**src/rtl/ecc_fetch_pkg.sv**
```systemverilog
package ecc_fetch_pkg;
  localparam int unsigned CW_W  = 16;
  localparam int unsigned HAM_W = CW_W - 1;
  localparam int unsigned SYN_W = 4;
  localparam int unsigned PL_W  = HAM_W - SYN_W;

  // syndrome: XOR of the 1-based positions of all set bits
  function automatic logic [SYN_W-1:0] ham_syndrome(input logic [HAM_W-1:0] w);
    logic [SYN_W-1:0] s;
    s = '0;
    for (int i = 0; i < HAM_W; i++)
      if (w[i]) s = s ^ SYN_W'(i + 1);
    return s;
  endfunction

  function automatic logic is_check_pos(input int unsigned pos);
    return ((pos & (pos - 1)) == 0);
  endfunction

  function automatic logic [HAM_W-1:0] scatter_payload(input logic [PL_W-1:0] p);
    logic [HAM_W-1:0] h;
    int unsigned k;
    h = '0;
    k = 0;
    for (int unsigned pos = 1; pos <= HAM_W; pos++)
      if (!is_check_pos(pos)) begin
        h[pos-1] = p[k];
        k++;
      end
    return h;
  endfunction

  function automatic logic [PL_W-1:0] gather_payload(input logic [HAM_W-1:0] h);
    logic [PL_W-1:0] p;
    int unsigned k;
    p = '0;
    k = 0;
    for (int unsigned pos = 1; pos <= HAM_W; pos++)
      if (!is_check_pos(pos)) begin
        p[k] = h[pos-1];
        k++;
      end
    return p;
  endfunction

  // encoder for test images: syndrome of data-only word becomes the check bits
  function automatic logic [CW_W-1:0] ecc_encode(input logic [PL_W-1:0] p);
    logic [HAM_W-1:0] h;
    logic [SYN_W-1:0] s;
    h = scatter_payload(p);
    s = ham_syndrome(h);
    for (int b = 0; b < SYN_W; b++) h[(1 << b) - 1] = s[b];
    return {^h, h};
  endfunction
endpackage

```
**src/rtl/byte_assembler.sv**
```systemverilog
module byte_assembler #(
  parameter int unsigned CW_W = 16
) (
  input  logic            clk,
  input  logic            rst_n,
  input  logic            byte_mode,
  input  logic            beat,
  input  logic [CW_W-1:0] data,
  output logic            half,
  output logic            last_beat,
  output logic [CW_W-1:0] word
);
  localparam int unsigned BYTE_W = CW_W / 2;

  logic              half_q, half_d;
  logic [BYTE_W-1:0] lo_q, lo_d;
  logic              lo_en;

  always_comb begin
    half_d = half_q;
    if (!byte_mode)  half_d = 1'b0;
    else if (beat)   half_d = ~half_q;
    lo_en = beat && byte_mode && !half_q;
    lo_d  = data[BYTE_W-1:0];
  end

  always_ff @(posedge clk or negedge rst_n) begin
    if (!rst_n) half_q <= 1'b0;
    else        half_q <= half_d;
  end

  always_ff @(posedge clk or negedge rst_n) begin
    if (!rst_n)     lo_q <= '0;
    else if (lo_en) lo_q <= lo_d;
  end

  assign half      = half_q;
  assign last_beat = !byte_mode || half_q;
  assign word      = byte_mode ? {data[BYTE_W-1:0], lo_q} : data;

  AST_HIGH_AFTER_LOW: assert property (@(posedge clk) disable iff (!rst_n)
    (beat && byte_mode && !half_q && byte_mode) |=> (half_q || !byte_mode));
endmodule

```
**src/rtl/secded_decoder.sv**
```systemverilog
module secded_decoder
  import ecc_fetch_pkg::*;
(
  input  logic [CW_W-1:0] cw,
  output logic [PL_W-1:0] payload,
  output logic            single_err,
  output logic            double_err
);
  logic [SYN_W-1:0] syn;
  logic             par_bad;
  logic [HAM_W-1:0] flip;
  logic [HAM_W-1:0] fixed;

  always_comb begin
    syn     = ham_syndrome(cw[HAM_W-1:0]);
    par_bad = ^cw;
    flip    = '0;
    if (par_bad && (syn != '0)) flip = HAM_W'(1) << (syn - SYN_W'(1));
    fixed      = cw[HAM_W-1:0] ^ flip;
    payload    = gather_payload(fixed);
    single_err = par_bad;
    double_err = !par_bad && (syn != '0);
  end
endmodule

```
**src/rtl/fetch_out_stage.sv**
```systemverilog
module fetch_out_stage #(
  parameter int unsigned PL_W = 11
) (
  input  logic            clk,
  input  logic            rst_n,
  input  logic            load,
  input  logic [PL_W-1:0] payload,
  input  logic            single_err,
  input  logic            double_err,
  input  logic            out_rdy,
  output logic            out_vld,
  output logic [PL_W-1:0] out_insn,
  output logic            corr_pulse,
  output logic            uncorr_err
);
  logic            vld_q, vld_d;
  logic [PL_W-1:0] ins_q, ins_d;
  logic            ins_en;
  logic            corr_q, corr_d;
  logic            unc_q, unc_d;

  always_comb begin
    vld_d = vld_q;
    if (out_rdy) vld_d = 1'b0;
    if (load)    vld_d = !double_err;
    ins_en = load && !double_err;
    ins_d  = payload;
    corr_d = load && !double_err && single_err;
    unc_d  = unc_q || (load && double_err);
  end

  always_ff @(posedge clk or negedge rst_n) begin
    if (!rst_n) begin
      vld_q  <= 1'b0;
      corr_q <= 1'b0;
      unc_q  <= 1'b0;
    end else begin
      vld_q  <= vld_d;
      corr_q <= corr_d;
      unc_q  <= unc_d;
    end
  end

  always_ff @(posedge clk or negedge rst_n) begin
    if (!rst_n)      ins_q <= '0;
    else if (ins_en) ins_q <= ins_d;
  end

  assign out_vld    = vld_q;
  assign out_insn   = ins_q;
  assign corr_pulse = corr_q;
  assign uncorr_err = unc_q;

  AST_STALL_HOLD: assert property (@(posedge clk) disable iff (!rst_n)
    (vld_q && !out_rdy) |=> (vld_q && $stable(ins_q)));
  AST_CORR_WITH_DATA: assert property (@(posedge clk) disable iff (!rst_n)
    corr_q |-> vld_q);
  AST_UNCORR_STICKY: assert property (@(posedge clk) disable iff (!rst_n)
    unc_q |=> unc_q);
  AST_DOUBLE_FLAGS: assert property (@(posedge clk) disable iff (!rst_n)
    (load && double_err) |=> (unc_q && !corr_q));
endmodule

```
**src/rtl/ecc_fetch_unit.sv**
```systemverilog
module ecc_fetch_unit
  import ecc_fetch_pkg::*;
(
  input  logic            clk,
  input  logic            rst_n,
  input  logic            byte_mode,
  input  logic            mem_vld,
  input  logic [CW_W-1:0] mem_data,
  output logic            mem_rdy,
  output logic            mem_half,
  output logic            out_vld,
  input  logic            out_rdy,
  output logic [PL_W-1:0] out_insn,
  output logic            corr_pulse,
  output logic            uncorr_err
);
  logic            beat;
  logic            last_beat;
  logic [CW_W-1:0] word;
  logic [PL_W-1:0] dec_payload;
  logic            dec_single;
  logic            dec_double;

  assign mem_rdy = !out_vld || out_rdy;
  assign beat    = mem_vld && mem_rdy;

  byte_assembler #(.CW_W(CW_W)) i_asm (
    .clk       (clk),
    .rst_n     (rst_n),
    .byte_mode (byte_mode),
    .beat      (beat),
    .data      (mem_data),
    .half      (mem_half),
    .last_beat (last_beat),
    .word      (word)
  );

  secded_decoder i_dec (
    .cw         (word),
    .payload    (dec_payload),
    .single_err (dec_single),
    .double_err (dec_double)
  );

  fetch_out_stage #(.PL_W(PL_W)) i_out (
    .clk        (clk),
    .rst_n      (rst_n),
    .load       (beat && last_beat),
    .payload    (dec_payload),
    .single_err (dec_single),
    .double_err (dec_double),
    .out_rdy    (out_rdy),
    .out_vld    (out_vld),
    .out_insn   (out_insn),
    .corr_pulse (corr_pulse),
    .uncorr_err (uncorr_err)
  );
endmodule

```
**config.mk**
```make
export PLATFORM = sky130hd
export DESIGN_NAME = ecc_fetch_unit
export DESIGN_NICKNAME = d
export VERILOG_FILES = /design/src/rtl/ecc_fetch_pkg.sv /design/src/rtl/byte_assembler.sv /design/src/rtl/secded_decoder.sv /design/src/rtl/fetch_out_stage.sv /design/src/rtl/ecc_fetch_unit.sv
export SDC_FILE = /design/constraint.sdc
export NUM_CORES = 1
export LEC_CHECK = 0
export ABC_AREA = 1
export CAP_MARGIN = 20
export CELL_PAD_IN_SITES_DETAIL_PLACEMENT = 1
export CELL_PAD_IN_SITES_GLOBAL_PLACEMENT = 1
export CORE_MARGIN = 2
export CORE_UTILIZATION = 35
export CTS_CLUSTER_SIZE = 24
export DETAILED_ROUTE_END_ITERATION = 10
export GPL_TIMING_DRIVEN = 0
export PLACE_DENSITY = 0.76
export SLEW_MARGIN = 20
export SYNTH_ARGS = -nofsm -noshare
export SYNTH_HDL_FRONTEND = slang
export SYNTH_HIERARCHICAL = 1
export SYNTH_SLANG_ARGS = --single-unit
```
**constraint.sdc**
```tcl
create_clock -name clk -period 3.2 [get_ports clk]
set_input_delay 0.32 -clock clk [delete_from_list [all_inputs] [get_ports clk]]
set_output_delay 0.32 -clock clk [all_outputs]
set_load 0.05 [all_outputs]
```
# == After elaboration in Yosys (flattened, before gate mapping) ==
# Cells that the tools add are included.
# word_totals
regBits,23
in_bits,21
out_inout_bits,16
elab_cells,66
# classes
n_addsub,1
eq_ne,1
shifts,1
muxes,21
bitwise,16
n_reduce_logical,20
# op_table
op,count
two-way mux 4 bit,8
two-way mux 16 bit,1
XOR reduction 16 bit,1
two-way mux 15 bit,1
left shift 1 x 4 -> 15 bit (first input constant),1
bitwise XOR 15 bit,1
two-way mux 3 bit,4
inverter 2 bit,6
inverter 3 bit,4
logical AND 1 bit,9
logical NOT 1 bit,5
two-way mux 1 bit,5
two-way mux 2 bit,2
inverter 4 bit,1
nonzero test 4 bit,1
subtractor 4 x 1 -> 4 bit (second input constant),1
logical OR 1 bit,3
inverter 1 bit (first input constant),3
!= test 2 x 1 -> 1 bit (second input constant),1
nonzero test 2 bit,1
inverter 1 bit,1

# == Longest topological paths before layout ==
# Gate-level depths: netlist (run 1).
# depth
depth_word,32
ltp_mapped,23
ltp_nobuf,19

# == Modules after synthesis ==
# Netlist (run 1), hierarchy kept.
# by_module_without_submodules
mod,n_inst,cells_per_inst,area_per_inst_um2
secded_decoder,1,236,1118.6
byte_assembler,1,84,591.8
fetch_out_stage,1,58,550.5
ecc_fetch_unit,1,6,30.0

# == Worst setup path before layout (run 1) ==
# No wires, ideal clock.
# synth_timing
path_kind,input-to-reg
start,input port byte_mode
end,"register i_out.ins_q[8], in the netlist i_out/out_insn[8]"
t_arrival_ns,2.176
t_required_ns,3.081
setup_slack_ns,0.905
stages,19
n_path_buf,3
cell_sequence,buf_6 buf_4 a21oi_1 nand2_1 nand2_1 nand2_1 nand2_1 nand2_1 nand2_4 inv_4 nor2_4 nand3_4 nand2_4 buf_6 nor2_2 nand2_1 nand2_1 nand3_1 nand2_1
# synth_lines
element,line,source
"start, declared",ecc_fetch_unit.sv:6,"input logic byte_mode,"
two-way mux 16 bit *,byte_assembler.sv:39,"assign word = byte_mode ? {data[BYTE_W-1:0], lo_q} : data;"
via word[11],ecc_fetch_unit.sv:19,logic [CW_W-1:0] word;
two-way mux 4 bit,ecc_fetch_pkg.sv:12,if (w[i]) s = s ^ SYN_W'(i + 1);
inverter 3 bit (no source line),--,
two-way mux 4 bit,ecc_fetch_pkg.sv:12,
inverter 3 bit (no source line),--,
two-way mux 4 bit,ecc_fetch_pkg.sv:12,
inverter 4 bit (no source line),--,
two-way mux 4 bit,ecc_fetch_pkg.sv:12,
subtractor 4 x 1 -> 4 bit or nonzero test 4 bit (tied branches),secded_decoder.sv:18,if (par_bad && (syn != '0)) flip = HAM_W'(1) << (syn - SYN_W'(1));
left shift 1 x 4 -> 15 bit or logical AND 1 bit (tied branches),secded_decoder.sv:18,
two-way mux 15 bit *,secded_decoder.sv:18,
bitwise XOR 15 bit *,secded_decoder.sv:19,fixed = cw[HAM_W-1:0] ^ flip;
via dec_payload[8],ecc_fetch_unit.sv:20,logic [PL_W-1:0] dec_payload;
"end signal, assigned",fetch_out_stage.sv:46,else if (ins_en) ins_q <= ins_d;
"end, declared",fetch_out_stage.sv:17,"logic [PL_W-1:0] ins_q, ins_d;"
# The timed path passes the listed nets; every way through them passes the cells marked *.
# A chain may end at the register's enable or synchronous reset.

# == Final worst setup path (run 1) ==
# layout_timing
start,input port mem_data[3]
end,"register i_out.ins_q[6], in the netlist i_out/out_insn[6]"
# layout_lines
element,line,source
"start, declared",ecc_fetch_unit.sv:8,"input logic [CW_W-1:0] mem_data,"
two-way mux 16 bit *,byte_assembler.sv:39,
via word[11],ecc_fetch_unit.sv:19,
two-way mux 4 bit,ecc_fetch_pkg.sv:12,
inverter 3 bit (no source line),--,
two-way mux 4 bit,ecc_fetch_pkg.sv:12,
inverter 3 bit (no source line),--,
two-way mux 4 bit,ecc_fetch_pkg.sv:12,
inverter 4 bit (no source line),--,
two-way mux 4 bit,ecc_fetch_pkg.sv:12,
subtractor 4 x 1 -> 4 bit or nonzero test 4 bit (tied branches),secded_decoder.sv:18,
left shift 1 x 4 -> 15 bit or logical AND 1 bit (tied branches),secded_decoder.sv:18,
two-way mux 15 bit *,secded_decoder.sv:18,
bitwise XOR 15 bit *,secded_decoder.sv:19,
via dec_payload[6],ecc_fetch_unit.sv:20,
# Marked as above.

==> flow_summary.json, run 1 <==
{
  "number_of_global_route_vias_before_repair": 2453,
  "grt_max_degree": 24,
  "critical_path.endpoint_type": "register",
  "design_power_total_w": 0.001968,
  "post_synth_fa_ha_maj_area_fraction_pct": 0,
  "share_of_the_synthesized_area_in_compound_gates_ao_oa_aoi_oai_pct": 7.209,
  "htree_levels": 1,
  "first_pass_grt_wire_length_um": 11570,
  "cts_hold_repair.buffers": 0,
  "setup_viol_count_final": 0,
  "cell_total_after_placement": 496,
  "synth_cell_count_leaders": "181 x nand2_1, 30 x inv_1, 24 x nor2_1",
  "syn_nets": 405,
  "min_period_over_period_pct": 86.95,
  "netlist_instances": 384,
  "post_cts_resize_count": 0,
  "cts_tree": "built",
  "p_per_area_nw_per_um2": 708.2,
  "final_util_pct": 43.76,
  "grt_antenna_before_repair": 0,
  "cp-endpoint": "i_out/out_insn[6]$_DFFE_PN0P_",
  "number_of_flops_mapped_to_enable_cells_by_yosys": 0,
  "synth-simple-area-share_pct": 51.94,
  "clk-insertion-delay-late_ns": 0.27,
  "mappedNetlistArea_sq_um": 2291,
  "critPathMaxFanout": 10,
  "drv_cap": 0,
  "crit_arrival_ns": 2.94,
  "max_clock_freq_mhz": 359.4,
  "globalRoute.totalOverflow": 0,
  "die_w_um": 84.91,
  "crit_start": "mem_data[3]",
  "syn_to_final_growth_pct": 21.30,
  "layout.cells.non_filler": 500,
  "cts_root_buf": "clkbuf_8",
  "postRouteAntennaNets": 0,
  "detailed_place_hpwl_um": 5482,
  "period_needed_ns": 2.782,
  "finalHoldViolations": 0,
  "routedWlPerCell_um": 13.00,
  "synthFlopType": "dfrtp_1",
  "drc_errors": 0,
  "worst_hold_path_type": "input pin to asynchronous set/reset pin",
  "groute.usage.overall_pct": 19.63,
  "floorplan.die_area_sq_um": 7209,
  "drt_pass1_iterations": 4,
  "async_flop_share_pct": 100.0,
  "number_of_synthesis_warnings": 6,
  "io_buffer_count": 35,
  "die-height_um": 84.91,
  "preCtsSetupSlack_ns": 0.1384,
  "clock_sinks": 23,
  "rsz0062_at_grt": "false",
  "main_combinational_cell_family_by_area_after_synthesis": "simple AND/OR/NAND/NOR gates",
  "post_route_cells_drive_above_1_share_pct": 14.89,
  "finalWorstSetupSlack_ns": 0.4176,
  "post_cts_setup_bufs": 0,
  "yosys-mux-area-fraction_pct": 0,
  "route.detailed.vias_per_inst": 4.820,
  "row_count": 29,
  "slew_headroom_pct": 49.26,
  "ios": 37,
  "drt_wl_total_um": 6498,
  "post_synth_xor_area_fraction_pct": 2.622,
  "finalClockSkew_ns": 0.01252,
  "p_leak_nw": 1.492,
  "routabilityCongestion": 0.8289,
  "cp_data_required_time_ns": 3.36,
  "synth_seq_cells": 23,
  "worst_r2r_startpoint": "i_asm/lo_q[4]$_DFFE_PN0P_",
  "drt_iter0_markers": 92,
  "timing.final.max_slew_violations": 0,
  "fp.coreArea_sq_um": 6350,
  "numCtsBuffers": 3,
  "synth_top_area_share_pct": 29.66,
  "timing_worst_slew_pin_value_ns": 0.7612,
  "initial_core_util_pct": 36.08,
  "start_kind": "input pin",
  "nets": 445,
  "timing_worst_setup_path_type": "input pin to register",
  "cts-root-to-sink-buffers": 2,
  "via_count": 2410,
  "fin_tns_setup_ns": 0,
  "antenna_cells_inserted": 0,
  "setup.reg_to_reg.worst_slack_ns": 0.82,
  "postSynthAreaPerCell_sq_um": 5.966,
  "synth_top_cell_by_area": "nand2_1",
  "run_status": "finished, final reports clean",
  "yosysSeqAreaShare_pct": 25.12,
  "worst_r2r_path_depth": 20,
  "worst_r2r_endpoint": "i_out/out_insn[8]$_DFFE_PN0P_",
  "post_synth_num_cell_types": 26,
  "ir_drop_v": 0.0004526,
  "netlist_top_cells_area": "nand2_1 30%, dfrtp_1 25%, nand3_1 5.0%, inv_1 4.9%, nand4_1 4.9%",
  "synth_most_common_cell": "nand2_1",
  "worst_setup_hold_path_clk_slew_ns": 0.09
}
-- power breakdown --
part	internal (W)	switching (W)	leakage (nW)
registers	0.000397	0.0000546	0.285
logic	0.000421	0.000912	1.18
clock network	0.0000870	0.0000959	0.0255
total	0.000905	0.00106	1.49
-- placed cells by master, fill, tap and decap left out, drive strengths merged --
master / Yosys / final
clkinv: 0 / 1
clkdlybuf4s50: 0 / 34
a21o: 1 / 1
buf: 13 / 14
a21oi: 8 / 8
nand2: 194 / 194
o21ai: 19 / 19
nand3: 26 / 26
xnor2: 3 / 3
nor2: 31 / 31
xor2: 3 / 3
dfrtp: 23 / 23
nand4: 18 / 18
nor3: 1 / 1
clkbuf: 0 / 3
inv: 44 / 44
-- critical path, stage by stage --
cell	delay [ns]
clkdlybuf4s50_1	0.49
inv_1	0.06
a21oi_1	0.59
inv_2	0.12
nand2_1	0.09
nand2_1	0.07
nand2_1	0.08
nand2_1	0.09
nand2_1	0.12
nand2_4	0.09
inv_4	0.10
nor2_4	0.04
nand3_4	0.08
nand2_4	0.09
buf_6	0.17
o21ai_1	0.12
nand2_1	0.06
nand3_1	0.09
nand2_1	0.05
-- routing by layer --
layer	vias to the layer above	global-route usage, %	share of wire, %
li1	1272	-	-
met1	1102	26.98	49
met2	32	33.93	48
met3	4	1.654	2.0
met4	0	3.896	0.91
met5	-	0	0
-- registers in the layout, summed over array words and instances (netlist names) --
name and cells:
i_out/out_vld 1, i_out/uncorr_err 1, i_out/out_insn 11, i_asm/lo_q 8, i_out/corr_pulse 1, i_asm/half 1
-- how the worst min path moves through the flow --
stage,from,end,slack (ns),depth (start not counted)
after detailed placement,i_out/uncorr_err$_DFF_PN0_,i_out/uncorr_err$_DFF_PN0_,0.46,1
after CTS,byte_mode,i_asm/half$_DFFE_PN0P_,0.35,3
after floorplan,rst_n,i_asm/half$_DFFE_PN0P_,0.02,0
final,rst_n,i_asm/lo_q[4]$_DFFE_PN0P_,0.007,1
after global placement,i_out/uncorr_err$_DFF_PN0_,i_out/uncorr_err$_DFF_PN0_,0.45,1
after global routing,rst_n,i_asm/lo_q[4]$_DFFE_PN0P_,0.04,1
-- final cells by class --
class                      instances  area [sq um]
inverter                          44         175.2
buffer                            13         125.1
clock buffer                       3         41.29
clock inverter                     1         5.005
sequential                        23         575.6
multi-input combinational        304          1415
timing repair buffer              35         345.3
fill                             889          3571
tap                               77         96.34
-- stage by stage --
step           hold slack (ns)  instance area (sq um)
6_report              0.007161                   2779
3_3_place_gp            0.4475                   2738
4_1_cts                 0.3493                   2784
2_1_floorplan          0.02441                   2291
5_1_grt                0.04127                   2779
3_5_place_dp            0.4556                   2738
-- cells by family after synthesis --
kind of cell           count (synthesis)
AND/OR/NAND/NOR                      270
flip-flops                            23
XOR/XNOR                               6
AO/OA/AOI/OAI                         28
buffers and inverters                 57
(Power assumes the default switching activity.)
==> run 2: changes to the inputs <==
- MAX_ROUTING_LAYER: not set -> met4
==> flow_summary.json, run 2 (synthesized netlist as in run 1, its figures left out) <==
{
  "syn_to_final_growth_pct": 21.30,
  "ir_drop_v": 0.0004527,
  "cp_data_required_time_ns": 3.36,
  "finalClockSkew_ns": 0.01253,
  "drc_errors": 0,
  "critPathMaxFanout": 10,
  "setup.reg_to_reg.worst_slack_ns": 0.82,
  "max_clock_freq_mhz": 359.3,
  "io_buffer_count": 35,
  "clk-insertion-delay-late_ns": 0.27,
  "cts-root-to-sink-buffers": 2,
  "routabilityCongestion": 0.8415,
  "ios": 37,
  "timing_worst_slew_pin_value_ns": 0.7612,
  "largest_register_ffs": 11,
  "fin_tns_setup_ns": 0,
  "min_period_over_period_pct": 86.96,
  "drt_pass1_iterations": 4,
  "numCtsBuffers": 3,
  "cts_hold_repair.buffers": 0,
  "die_w_um": 84.91,
  "row_count": 29,
  "globalRoute.totalOverflow": 0,
  "timing_worst_setup_path_type": "input pin to register",
  "detailed_place_hpwl_um": 5482,
  "mostFrequentLayoutCells": "181 x nand2_1, 34 x clkdlybuf4s50_1, 30 x inv_1, 24 x nor2_1",
  "setup_viol_count_final": 0,
  "first_pass_grt_wire_length_um": 11570,
  "nets": 445,
  "p_leak_nw": 1.492,
  "postRouteAntennaNets": 0,
  "timing.final.max_slew_violations": 0,
  "worst_r2r_startpoint": "i_asm/lo_q[4]$_DFFE_PN0P_",
  "p_per_area_nw_per_um2": 708.2,
  "post_cts_resize_count": 0,
  "drt_wl_total_um": 6502,
  "dr_wl_met2_um": 3131,
  "route.top_layer_used": "met4",
  "crit_start": "mem_data[3]",
  "initial_core_util_pct": 36.08,
  "route.met3.wl_um": 137,
  "cts_tree": "built",
  "period_needed_ns": 2.783,
  "drt_iter0_markers": 98,
  "htree_levels": 1,
  "number_of_global_route_vias_before_repair": 2455,
  "fillers": 889,
  "critical_path.endpoint_type": "register",
  "crit_arrival_ns": 2.94,
  "grt_antenna_before_repair": 0,
  "floorplan.die_area_sq_um": 7209,
  "worst_r2r_path_depth": 20,
  "worst_hold_path_type": "input pin to asynchronous set/reset pin",
  "antenna_cells_inserted": 0,
  "rsz0062_at_grt": "false",
  "die-height_um": 84.91,
  "via_count": 2411,
  "routedWlPerCell_um": 13.00,
  "finalHoldViolations": 0,
  "post_cts_setup_bufs": 0,
  "grt_max_degree": 24,
  "clock_sinks": 23,
  "route.detailed.vias_per_inst": 4.822,
  "fp.coreArea_sq_um": 6350,
  "detail_route.wirelength.met1_um": 3188,
  "drv_cap": 0,
  "post_route_cells_drive_above_1_share_pct": 14.89,
  "start_kind": "input pin",
  "worst_setup_hold_path_clk_slew_ns": 0.09,
  "run_status": "finished, final reports clean",
  "groute.usage.overall_pct": 20.22,
  "slew_headroom_pct": 49.26,
  "layout.cells.non_filler": 500,
  "cts_root_buf": "clkbuf_8",
  "final_common_cell": "nand2_1",
  "cell_total_after_placement": 496
}
run 2: cell counts in the layout (fill, tap and decap cells not counted):
Identical to the previous run, type by type.
run 2: final timing paths:
check,end
min,i_asm/lo_q[4]$_DFFE_PN0P_
max,i_out/out_insn[6]$_DFFE_PN0P_
min in group clk,i_asm/half$_DFFE_PN0P_
min reg2reg,i_out/out_insn[1]$_DFFE_PN0P_
max reg2reg,i_out/out_insn[8]$_DFFE_PN0P_
max in group asynchronous,i_out/out_insn[10]$_DFFE_PN0P_
run 2: per-layer routing:
layer / vias up / track usage [%]
met5: - / -
met4: 0 / 3.896
met3: 4 / 1.654
met2: 33 / 33.93
met1: 1102 / 26.98
li1: 1272 / -
run 2: final cells by class:
class / count / area [sq um] / share of cell area (%)
inverters: 44 / 175.2 / 6.303
flip-flops and latches: 23 / 575.6 / 20.71
plain buffers: 13 / 125.1 / 4.502
well taps: 77 / 96.34 / 3.467
clock inverters: 1 / 5.005 / 0.1801
multi-input cells: 304 / 1415 / 50.92
repair buffers: 35 / 345.3 / 12.43
clock buffers: 3 / 41.29 / 1.486
run 2: through the flow:
step	utilization [%]	hold WS, ns	worst slack (ns)	cell area (sq um)	total power, W
after floorplan	-	0.02441	0.9049	2291	0.001432
after global placement	43.11	0.4475	0.2227	2738	0.001769
after detailed placement	43.11	0.4556	0.1384	2738	0.001805
after CTS	43.84	0.3493	0.4105	2784	0.001992
after global routing	43.76	0.04127	0.1422	2779	0.002154
final	43.76	0.006911	0.4172	2779	0.001968
run 2: critical path, stage by stage:
cell             delay (ns)
clkdlybuf4s50_1        0.49
inv_1                  0.06
a21oi_1                0.59
inv_2                  0.12
nand2_1                0.09
nand2_1                0.07
nand2_1                0.08
nand2_1                0.09
nand2_1                0.12
nand2_4                0.09
inv_4                  0.10
nor2_4                 0.04
nand3_4                0.08
nand2_4                0.09
buf_6                  0.17
o21ai_1                0.12
nand2_1                0.06
nand3_1                0.09
nand2_1                0.05
run 2: power by group:
part           internal, W  switching (W)
Clock            0.0000870      0.0000959
Sequential        0.000397      0.0000546
Combinational     0.000421       0.000912
Total             0.000905        0.00106
